--- src/rtl/sdram_gate_pkg.sv ---
package sdram_gate_pkg;
  timeunit 1ns;
  timeprecision 1ps;

  localparam int          CFG_W       = 32;
  localparam logic [31:0] CFG_RESET   = 32'h2A73_3225;

  // field offsets; position is fixed by the configuration word layout
  localparam int CL_LSB  = 28;
  localparam int RC_LSB  = 24;
  localparam int RAS_LSB = 20;
  localparam int RP_LSB  = 16;
  localparam int RCD_LSB = 12;
  localparam int RRD_LSB = 8;

  localparam int LONG_CODE_W  = 4;
  localparam int SHORT_CODE_W = 3;
  localparam int LONG_CLK_W   = LONG_CODE_W + 1;
  localparam int SHORT_CLK_W  = SHORT_CODE_W;
  localparam int LONG_CNT_W   = LONG_CODE_W;
  localparam int SHORT_CNT_W  = SHORT_CODE_W;
  localparam int MIN_CL       = 2;
  localparam int MAX_CL       = (1 << SHORT_CODE_W) - 1;

  typedef enum logic [2:0] {
    CMD_IDLE = 3'd0,
    CMD_ACT  = 3'd1,
    CMD_RD   = 3'd2,
    CMD_WR   = 3'd3,
    CMD_PRE  = 3'd4,
    CMD_REF  = 3'd5
  } cmd_e;

  typedef struct packed {
    logic [LONG_CLK_W-1:0]  rc;
    logic [LONG_CLK_W-1:0]  ras;
    logic [SHORT_CLK_W-1:0] rp;
    logic [SHORT_CLK_W-1:0] rcd;
    logic [SHORT_CLK_W-1:0] rrd;
    logic [SHORT_CLK_W-1:0] cl;
  } timing_t;

  // 4-bit code n -> n+1 clocks; code 0 -> slowest (16)
  function automatic logic [LONG_CLK_W-1:0] dec_long(input logic [LONG_CODE_W-1:0] c);
    if (c == '0) return LONG_CLK_W'(1 << LONG_CODE_W);
    return LONG_CLK_W'(c) + LONG_CLK_W'(1);
  endfunction

  // 3-bit code n -> n clocks; code 0 -> slowest (7)
  function automatic logic [SHORT_CLK_W-1:0] dec_short(input logic [SHORT_CODE_W-1:0] c);
    if (c == '0) return '1;
    return c;
  endfunction

  // CAS codes below MIN_CL -> slowest
  function automatic logic [SHORT_CLK_W-1:0] dec_cas(input logic [SHORT_CODE_W-1:0] c);
    if (int'(c) < MIN_CL) return SHORT_CLK_W'(MAX_CL);
    return c;
  endfunction

  function automatic timing_t unpack_cfg(input logic [CFG_W-1:0] w);
    timing_t t;
    t.cl  = dec_cas  (w[CL_LSB  +: SHORT_CODE_W]);
    t.rc  = dec_long (w[RC_LSB  +: LONG_CODE_W]);
    t.ras = dec_long (w[RAS_LSB +: LONG_CODE_W]);
    t.rp  = dec_short(w[RP_LSB  +: SHORT_CODE_W]);
    t.rcd = dec_short(w[RCD_LSB +: SHORT_CODE_W]);
    t.rrd = dec_short(w[RRD_LSB +: SHORT_CODE_W]);
    return t;
  endfunction

  function automatic logic cfg_has_reserved(input logic [CFG_W-1:0] w);
    return (int'(w[CL_LSB +: SHORT_CODE_W]) < MIN_CL) ||
           (w[RC_LSB  +: LONG_CODE_W]  == '0) ||
           (w[RAS_LSB +: LONG_CODE_W]  == '0) ||
           (w[RP_LSB  +: SHORT_CODE_W] == '0) ||
           (w[RCD_LSB +: SHORT_CODE_W] == '0) ||
           (w[RRD_LSB +: SHORT_CODE_W] == '0);
  endfunction

  // a spacing of n clocks loads n-1: counter reads zero n cycles after the grant
  function automatic logic [LONG_CNT_W-1:0] load_long(input logic [LONG_CLK_W-1:0] clocks);
    return LONG_CNT_W'(clocks - LONG_CLK_W'(1));
  endfunction

  function automatic logic [SHORT_CNT_W-1:0] load_short(input logic [SHORT_CLK_W-1:0] clocks);
    return clocks - SHORT_CLK_W'(1);
  endfunction

endpackage

--- src/rtl/sdram_gate_cfg.sv ---
module sdram_gate_cfg
  import sdram_gate_pkg::*;
(
  input  logic             clk,
  input  logic             rst_n,
  input  logic [CFG_W-1:0] cfg_word,
  input  logic             cfg_prog,
  output timing_t          tim,
  output logic             cfg_err
);
  timeunit 1ns;
  timeprecision 1ps;

  logic prog_q;
  logic capture;

  assign capture = cfg_prog && !prog_q;

  always_ff @(posedge clk or negedge rst_n) begin
    if (!rst_n) begin
      prog_q  <= 1'b1;
      tim     <= unpack_cfg(CFG_RESET);
      cfg_err <= 1'b0;
    end else begin
      prog_q <= cfg_prog;
      if (capture) begin
        tim <= unpack_cfg(cfg_word);
        if (cfg_has_reserved(cfg_word)) cfg_err <= 1'b1;
      end
    end
  end


  cfg_hold_chk: assert property (@(posedge clk) disable iff (!rst_n)
    !$rose(cfg_prog) |=> $stable(tim));


  err_sticky_chk: assert property (@(posedge clk) disable iff (!rst_n)
    cfg_err |=> cfg_err);

endmodule

--- src/rtl/sdram_gate_bank.sv ---
module sdram_gate_bank
  import sdram_gate_pkg::*;
(
  input  logic                   clk,
  input  logic                   rst_n,
  input  logic [LONG_CLK_W-1:0]  tras,
  input  logic [SHORT_CLK_W-1:0] trcd,
  input  logic [SHORT_CLK_W-1:0] trp,
  input  logic                   act_go,
  input  logic                   pre_go,
  output logic                   ras_done,
  output logic                   rcd_done,
  output logic                   rp_done
);
  timeunit 1ns;
  timeprecision 1ps;

  logic [LONG_CNT_W-1:0]  ras_cnt;
  logic [SHORT_CNT_W-1:0] rcd_cnt;
  logic [SHORT_CNT_W-1:0] rp_cnt;

  always_ff @(posedge clk or negedge rst_n) begin
    if (!rst_n) begin
      ras_cnt <= '0;
      rcd_cnt <= '0;
      rp_cnt  <= '0;
    end else begin
      if (act_go)             ras_cnt <= load_long(tras);
      else if (ras_cnt != '0) ras_cnt <= ras_cnt - LONG_CNT_W'(1);

      if (act_go)             rcd_cnt <= load_short(trcd);
      else if (rcd_cnt != '0) rcd_cnt <= rcd_cnt - SHORT_CNT_W'(1);

      if (pre_go)             rp_cnt <= load_short(trp);
      else if (rp_cnt != '0)  rp_cnt <= rp_cnt - SHORT_CNT_W'(1);
    end
  end

  assign ras_done = (ras_cnt == '0);
  assign rcd_done = (rcd_cnt == '0);
  assign rp_done  = (rp_cnt  == '0);


  ras_block_chk: assert property (@(posedge clk) disable iff (!rst_n)
    act_go |=> !ras_done);


  rcd_block_chk: assert property (@(posedge clk) disable iff (!rst_n)
    (act_go && trcd > SHORT_CLK_W'(1)) |=> !rcd_done);


  rp_block_chk: assert property (@(posedge clk) disable iff (!rst_n)
    (pre_go && trp > SHORT_CLK_W'(1)) |=> !rp_done);

endmodule

--- src/rtl/sdram_gate_global.sv ---
module sdram_gate_global
  import sdram_gate_pkg::*;
#(
  parameter int BANK_W = 2
) (
  input  logic                   clk,
  input  logic                   rst_n,
  input  logic [LONG_CLK_W-1:0]  trc,
  input  logic [SHORT_CLK_W-1:0] trrd,
  input  logic                   act_go,
  input  logic                   rw_go,
  input  logic                   ref_go,
  input  logic [BANK_W-1:0]      act_bank,
  output logic                   rc_done,
  output logic                   act_space_ok
);
  timeunit 1ns;
  timeprecision 1ps;

  logic [LONG_CNT_W-1:0]  rc_cnt;
  logic [SHORT_CNT_W-1:0] rrd_cnt;
  logic                   act_hold;
  logic [BANK_W-1:0]      last_bank;
  logic                   same_bank;

  always_ff @(posedge clk or negedge rst_n) begin
    if (!rst_n) begin
      rc_cnt    <= '0;
      rrd_cnt   <= '0;
      act_hold  <= 1'b0;
      last_bank <= '0;
    end else begin
      if (ref_go)            rc_cnt <= load_long(trc);
      else if (rc_cnt != '0) rc_cnt <= rc_cnt - LONG_CNT_W'(1);

      if (act_go)             rrd_cnt <= load_short(trrd);
      else if (rrd_cnt != '0) rrd_cnt <= rrd_cnt - SHORT_CNT_W'(1);

      if (act_go)     act_hold <= 1'b1;
      else if (rw_go) act_hold <= 1'b0;

      if (act_go) last_bank <= act_bank;
    end
  end

  assign same_bank    = (act_bank == last_bank);
  assign rc_done      = (rc_cnt == '0);
  assign act_space_ok = same_bank || ((rrd_cnt == '0) && !act_hold);


  ref_space_chk: assert property (@(posedge clk) disable iff (!rst_n)
    ref_go |=> !rc_done);


  act_pair_chk: assert property (@(posedge clk) disable iff (!rst_n)
    (act_go && $past(act_go)) |-> act_bank == $past(act_bank));

endmodule

--- src/rtl/sdram_gate_rdpipe.sv ---
module sdram_gate_rdpipe
  import sdram_gate_pkg::*;
#(
  parameter int DEPTH = MAX_CL
) (
  input  logic                   clk,
  input  logic                   rst_n,
  input  logic [SHORT_CLK_W-1:0] cl,
  input  logic                   rd_go,
  output logic                   rdata_valid
);
  timeunit 1ns;
  timeprecision 1ps;

  logic [DEPTH-1:0] sr_q;
  logic [DEPTH-1:0] sr_n;

  for (genvar i = 0; i < DEPTH; i++) begin : g_tap
    logic from_above;
    if (i == DEPTH - 1) begin : g_last
      assign from_above = 1'b0;
    end else begin : g_mid
      assign from_above = sr_q[i+1];
    end
    // a read granted now lands in slot cl-1, reaching slot 0 cl cycles later
    assign sr_n[i] = from_above | (rd_go && (int'(cl) == i + 1));
  end

  always_ff @(posedge clk or negedge rst_n) begin
    if (!rst_n) sr_q <= '0;
    else        sr_q <= sr_n;
  end

  assign rdata_valid = sr_q[0];


  rd_tracked_chk: assert property (@(posedge clk) disable iff (!rst_n)
    rd_go |=> (sr_q != '0));

endmodule

--- src/rtl/sdram_cmd_gate.sv ---
module sdram_cmd_gate
  import sdram_gate_pkg::*;
#(
  parameter int NUM_BANKS = 4,
  parameter int BANK_W    = (NUM_BANKS > 1) ? $clog2(NUM_BANKS) : 1,
  parameter int RD_DEPTH  = MAX_CL
) (
  input  logic              clk,
  input  logic              rst_n,
  input  logic [31:0]       cfg_word,
  input  logic              cfg_prog,
  input  logic              req_valid,
  input  logic [2:0]        req_cmd,
  input  logic [BANK_W-1:0] req_bank,
  output logic              grant,
  output logic              rdata_valid,
  output logic              config_error
);
  timeunit 1ns;
  timeprecision 1ps;

  timing_t tim;
  cmd_e    cmd;

  logic [NUM_BANKS-1:0] bank_sel;
  logic [NUM_BANKS-1:0] ras_done;
  logic [NUM_BANKS-1:0] rcd_done;
  logic [NUM_BANKS-1:0] rp_done;

  logic ras_ok, rcd_ok, rp_ok;
  logic rc_done, act_space_ok;
  logic allow;
  logic act_go, rw_go, rd_go, pre_go, ref_go;

  sdram_gate_cfg i_cfg (
    .clk      (clk),
    .rst_n    (rst_n),
    .cfg_word (cfg_word),
    .cfg_prog (cfg_prog),
    .tim      (tim),
    .cfg_err  (config_error)
  );

  assign cmd = cmd_e'(req_cmd);

  for (genvar b = 0; b < NUM_BANKS; b++) begin : g_bank
    assign bank_sel[b] = (req_bank == BANK_W'(b));

    sdram_gate_bank i_bank (
      .clk      (clk),
      .rst_n    (rst_n),
      .tras     (tim.ras),
      .trcd     (tim.rcd),
      .trp      (tim.rp),
      .act_go   (act_go && bank_sel[b]),
      .pre_go   (pre_go && bank_sel[b]),
      .ras_done (ras_done[b]),
      .rcd_done (rcd_done[b]),
      .rp_done  (rp_done[b])
    );
  end

  assign ras_ok = |(ras_done & bank_sel);
  assign rcd_ok = |(rcd_done & bank_sel);
  assign rp_ok  = |(rp_done  & bank_sel);

  sdram_gate_global #(.BANK_W(BANK_W)) i_global (
    .clk          (clk),
    .rst_n        (rst_n),
    .trc          (tim.rc),
    .trrd         (tim.rrd),
    .act_go       (act_go),
    .rw_go        (rw_go),
    .ref_go       (ref_go),
    .act_bank     (req_bank),
    .rc_done      (rc_done),
    .act_space_ok (act_space_ok)
  );

  always_comb begin
    case (cmd)
      CMD_ACT:        allow = rp_ok && rc_done && act_space_ok;
      CMD_RD, CMD_WR: allow = rcd_ok;
      CMD_PRE:        allow = ras_ok;
      CMD_REF:        allow = rc_done;
      default:        allow = 1'b0;
    endcase
  end

  assign grant  = rst_n && req_valid && allow;
  assign act_go = grant && (cmd == CMD_ACT);
  assign rd_go  = grant && (cmd == CMD_RD);
  assign rw_go  = grant && (cmd == CMD_RD || cmd == CMD_WR);
  assign pre_go = grant && (cmd == CMD_PRE);
  assign ref_go = grant && (cmd == CMD_REF);

  sdram_gate_rdpipe #(.DEPTH(RD_DEPTH)) i_rdpipe (
    .clk         (clk),
    .rst_n       (rst_n),
    .cl          (tim.cl),
    .rd_go       (rd_go),
    .rdata_valid (rdata_valid)
  );


  grant_req_chk: assert property (@(posedge clk) disable iff (!rst_n)
    grant |-> req_valid);

endmodule

--- config.mk ---
export PLATFORM = sky130hd
export DESIGN_NAME = sdram_cmd_gate
export DESIGN_NICKNAME = d
export VERILOG_FILES = /design/src/rtl/sdram_gate_pkg.sv /design/src/rtl/sdram_gate_cfg.sv /design/src/rtl/sdram_gate_bank.sv /design/src/rtl/sdram_gate_global.sv /design/src/rtl/sdram_gate_rdpipe.sv /design/src/rtl/sdram_cmd_gate.sv
export SDC_FILE = /design/constraint.sdc
export NUM_CORES = 1
export LEC_CHECK = 0
export ABC_AREA = 1
export BUFFER_PORTS_ARGS = -buffer_cell sky130_fd_sc_hd__buf_2
export CORE_MARGIN = 1
export CORE_UTILIZATION = 40
export DETAILED_ROUTE_END_ITERATION = 8
export GPL_TIMING_DRIVEN = 0
export SLEW_MARGIN = 20
export SYNTH_ARGS = -nofsm -noshare
export SYNTH_HDL_FRONTEND = slang
export SYNTH_SLANG_ARGS = --single-unit
export TNS_END_PERCENT = 5
--- constraint.sdc ---
create_clock -name clk -period 2.3 [get_ports clk]
set_input_delay 0 -clock clk [delete_from_list [all_inputs] [get_ports clk]]
set_output_delay 0 -clock clk [all_outputs]
set_load 0.1 [all_outputs]
==> key figures <==
STA
  – Min Tclk post-route: around 2.2 ns
  – Final Setup Violations: 0
  – Setup TNS: 0 ns
  – Fmax: ~450 MHz
  – Fin. Hold Viols: 0
  – Slew Limit Fails: 0
  – Pin slew with the least headroom to its limit: around 0.6 ns
  – Crit share post-route: between 90 and 100%
  – RSZ-0062 raised after global routing: yes
  – Max transition margin: 60.5%
  – Clock Skew: ~0.0064 ns

Run status
  – Status: complete, no violations

CTS
  – Root Buffer: clkbuf_16
  – CTS buffer count: 9
  – CTS tree: done
  – CTS max path bufs: 2
  – H-tree levels: 3
  – Clk_lat worst skew: around 0.34 ns
  – Clk slew on worst S/H paths: around 0.06 ns
  – Clk sink count: 79

Layout
  – Fin util: between 50% and 60%
  – Syn-to-layout area delta: 26.7%
  – Final Cell Area: ~6000 µm²
  – Antenna diodes: 0
  – Ratio of cells with drive above 1 in the final layout: 22.8%
  – Net count reported at finish: 745

Synth
  – Top-area cell type share of the netlist area: approximately 37%
  – Main flop type after synthesis: dfrtp_1
  – EDFF count, synth: 0
  – FFs w/ async S/R, synth: 100%
  – Synthesized area: 4640 µm²
  – Netlist cell types: 37
  – Largest cells by area after synthesis: dfrtp_1, nand2_1, inv_1, ha_1, o21ai_0
  – Synth Area per Inst: 7.87 µm²
  – Sequential element share of the synthesized area: ~43%
  – Area leader, netlist: dfrtp_1
  – Post-Syn Nets: 660
  – Yosys reg bits: between 70 and 80
  – Cell count after synthesis: around 600
  – Synth Warn #: 0

Setup path
  – CP top delay family: simple AND/OR/NAND/NOR gates
  – CP required: 2.57 ns
  – Worst Path Max Fanout: 4
  – Slowest CP cell: dfrtp_1
  – Endpoint class of the critical path: flip-flop
  – Worst reg-to-reg setup slack: between 0.06 and 0.07 ns
  – Worst Path Arrival: 2.51 ns
  – CP startpoint kind: flip-flop
  – WS Path Type: flip-flop to flip-flop
  – CP Buf/Inv Count: 4
  – Worst path cell trace: inv_2, ha_2, nand2_1, nor2_4, nand2_1, nand2_1, nor2_1, nor2_1, nor2_1, nand2_2, nand2_4, nor2_8, buf_6, buf_12, nand2_4, o21ai_2, ha_2, inv_2, nand2_1, nand2_1, nor2_1
  – Crit path top cell by count: nand2_1
  – CP peak stage delay: ~0.37 ns

Place
  – GP Congestion: 0.815
  – Detail Placement HPWL: 7340 µm
  – IO buf count: 29
  – Post-DP Area: around 5000 µm²

Drt
  – Vias/cell: around 4.8
  – WL final: around 10,000 µm
  – Antenna Nets Post-Route: 0
  – Iter 0 DRT Violations: 188
  – Routed WL per cell: 12.4 µm
  – DRC violations left: 0
  – First-pass iteration count of the detailed router: 4
  – DR vias: roughly 3.9k

Global route
  – Initial antenna violation count: 0
  – Largest net degree at the start of global routing: between 40 and 50
  – Total global-route track usage: ~19%
  – Vias in the first global route: 3,962
  – Remaining Overflow, GRT: 0
  – First-pass GRT wire length: about 18,000 µm

Die
  – Die ar.: 12,000 µm²
  – I/O Pins: 44
  – Core area: between 10,000 and 15,000 µm²
  – Die Ht: 110 µm
  – Die X: between 100 and 150 µm
  – Row count: 38
  – Starting Density: 41.9%

Worst hold path
  – HP Class: input port to flip-flop

Power
  – Power density over the cells: 1150 nW/µm²
  – Leak: roughly 3.0 nW
  – Worst VDD drop: approximately 440 µV

Run
  – Max Cap Violations: 0
==> layer usage <==
layer	wire, µm	track usage [%]	vias up
li1	-	-	2026
met1	4800	24.9	1823
met2	4880	32.3	45
met3	324	3.38	11
met4	146	7.52	0
met5	0	0	-
==> worst register-to-register path, delay by kind of cell, from the launching register on <==
family | cells | cell delay, ns
AND/OR/NAND/NOR | 14 | 1.04
flip-flops | 1 | 0.37
adder cells (fa/ha/maj) | 2 | 0.37
buffers and inverters | 4 | 0.34
AO/OA/AOI/OAI | 1 | 0.05
==> what timing repair did <==
| item | 4_1_cts | 5_1_grt |
|---|---|---|
| pin swaps | 7 | 23 |
| setup buffers | 11 | 12 |
| endpoints found under the hold margin | 52 | 0 |
| hold buffers | 21 | 0 |
| cloned | 0 | 0 |
| resized for setup | 25 | 46 |
| setup endpoints to repair | 44 | 45 |
==> cell type report <==
type                            instances  area (µm²)
Fill cell                            1050        5200
Clock buffer                            9         225
Clock inverter                          7         121
Sequential cell                        79        1990
Multi-Input combinational cell        395        2330
Timing Repair Buffer                   74         566
Buffer                                  9        71.3
Tap cell                              140         175
Inverter                              106         402
==> stage by stage <==
stage / setup WS [ns] / hold WS [ns] / power [mW] / instances
after global placement: -0.766 / 0.115 / 4.56 / 758
final: 0.0641 / 0.0107 / 6.74 / 819
after global routing: -0.126 / 0.0284 / 7.40 / 819
after detailed placement: -0.347 / 0.0485 / 4.68 / 759
after floorplan: 0.0129 / -0.296 / 4.12 / 589
after CTS: 0.000473 / 0.00143 / 6.59 / 807
==> path summary, 6_finish.rpt <==
check                                       startpoint                    endpoint  cells past startpoint
max in group asynchronous                        rst_n                i_cfg.tim[6]                      3
setup reg to reg           g_bank[2].i_bank.ras_cnt[0]         i_global.rrd_cnt[2]                     21
setup / recovery           g_bank[2].i_bank.ras_cnt[0]         i_global.rrd_cnt[2]                     21
hold reg to reg                       i_rdpipe.sr_q[6]            i_rdpipe.sr_q[5]                      1
hold / removal                            cfg_word[26]               i_cfg.tim[19]                      3
min in group asynchronous                        rst_n  g_bank[0].i_bank.rp_cnt[0]                      2
==> synthesized netlist by cell type, types with 3 or more instances <==
cell type and instances:
o211ai_1 8, or2_2 3, nand4_1 5, dfrtp_1 68, inv_1 101, nand2_1 134, nand2_2 8, nor2_1 51
nor3_1 5, buf_4 3, xnor2_1 10, o21ai_0 62, nor2_2 3, a21oi_1 18, ha_1 30, o21bai_1 5
inv_2 4, nor2_4 3, dfstp_2 11, o22ai_1 4, nand3_1 15, o31ai_1 3, xor2_1 14, clkbuf_1 3
o21ai_1 4
==> cell families (layout without fill, tap and decap cells) <==
family	Yosys count	in the layout	share of synthesized area (%)
buf+inv	115	205	9.76
flops	79	79	42.9
xor+xnor	24	24	4.53
fa+ha+maj	30	30	8.09
compound gates	107	107	12.7
mux	1	1	0.216
simple gates	233	233	21.8
==> state kept, by name (all words and copies together), names as in the netlist <==
register and cells:
g_bank.i_bank.ras_cnt 16, i_cfg.cfg_err 1, i_rdpipe.sr_q 7, i_global.rc_cnt 4, g_bank.i_bank.rcd_cnt 12, i_global.rrd_cnt 3, i_cfg.prog_q 1, i_global.last_bank 2
i_cfg.tim 20, g_bank.i_bank.rp_cnt 12, i_global.act_hold 1
==> report_power, final <==
part | switching (mW) | internal [mW]
clock network | 0.594 | 1.06
registers | 0.295 | 1.93
logic | 1.58 | 1.28
==> placed cells by master, fill, tap and decap left out, drive strengths merged <==
cell,instances
dfstp,11
xnor2,10
o211ai,8
a21oi,18
nor2,58
nor3b,1
dlygate4sd3,21
or2,3
a21boi,2
inv,104
a31oi,1
dfrtp,68
mux2i,1
bufinv,3
nand3b,1
clkinv,2
buf,59
xor2,14
nand3,15
o21ai,66
o21bai,5
nor3,5
o31ai,3
nand2,143
nand4,5
nor4,2
ha,30
clkbuf,12
o22ai,4
clkinvlp,4
(Power assumes the default switching activity.)
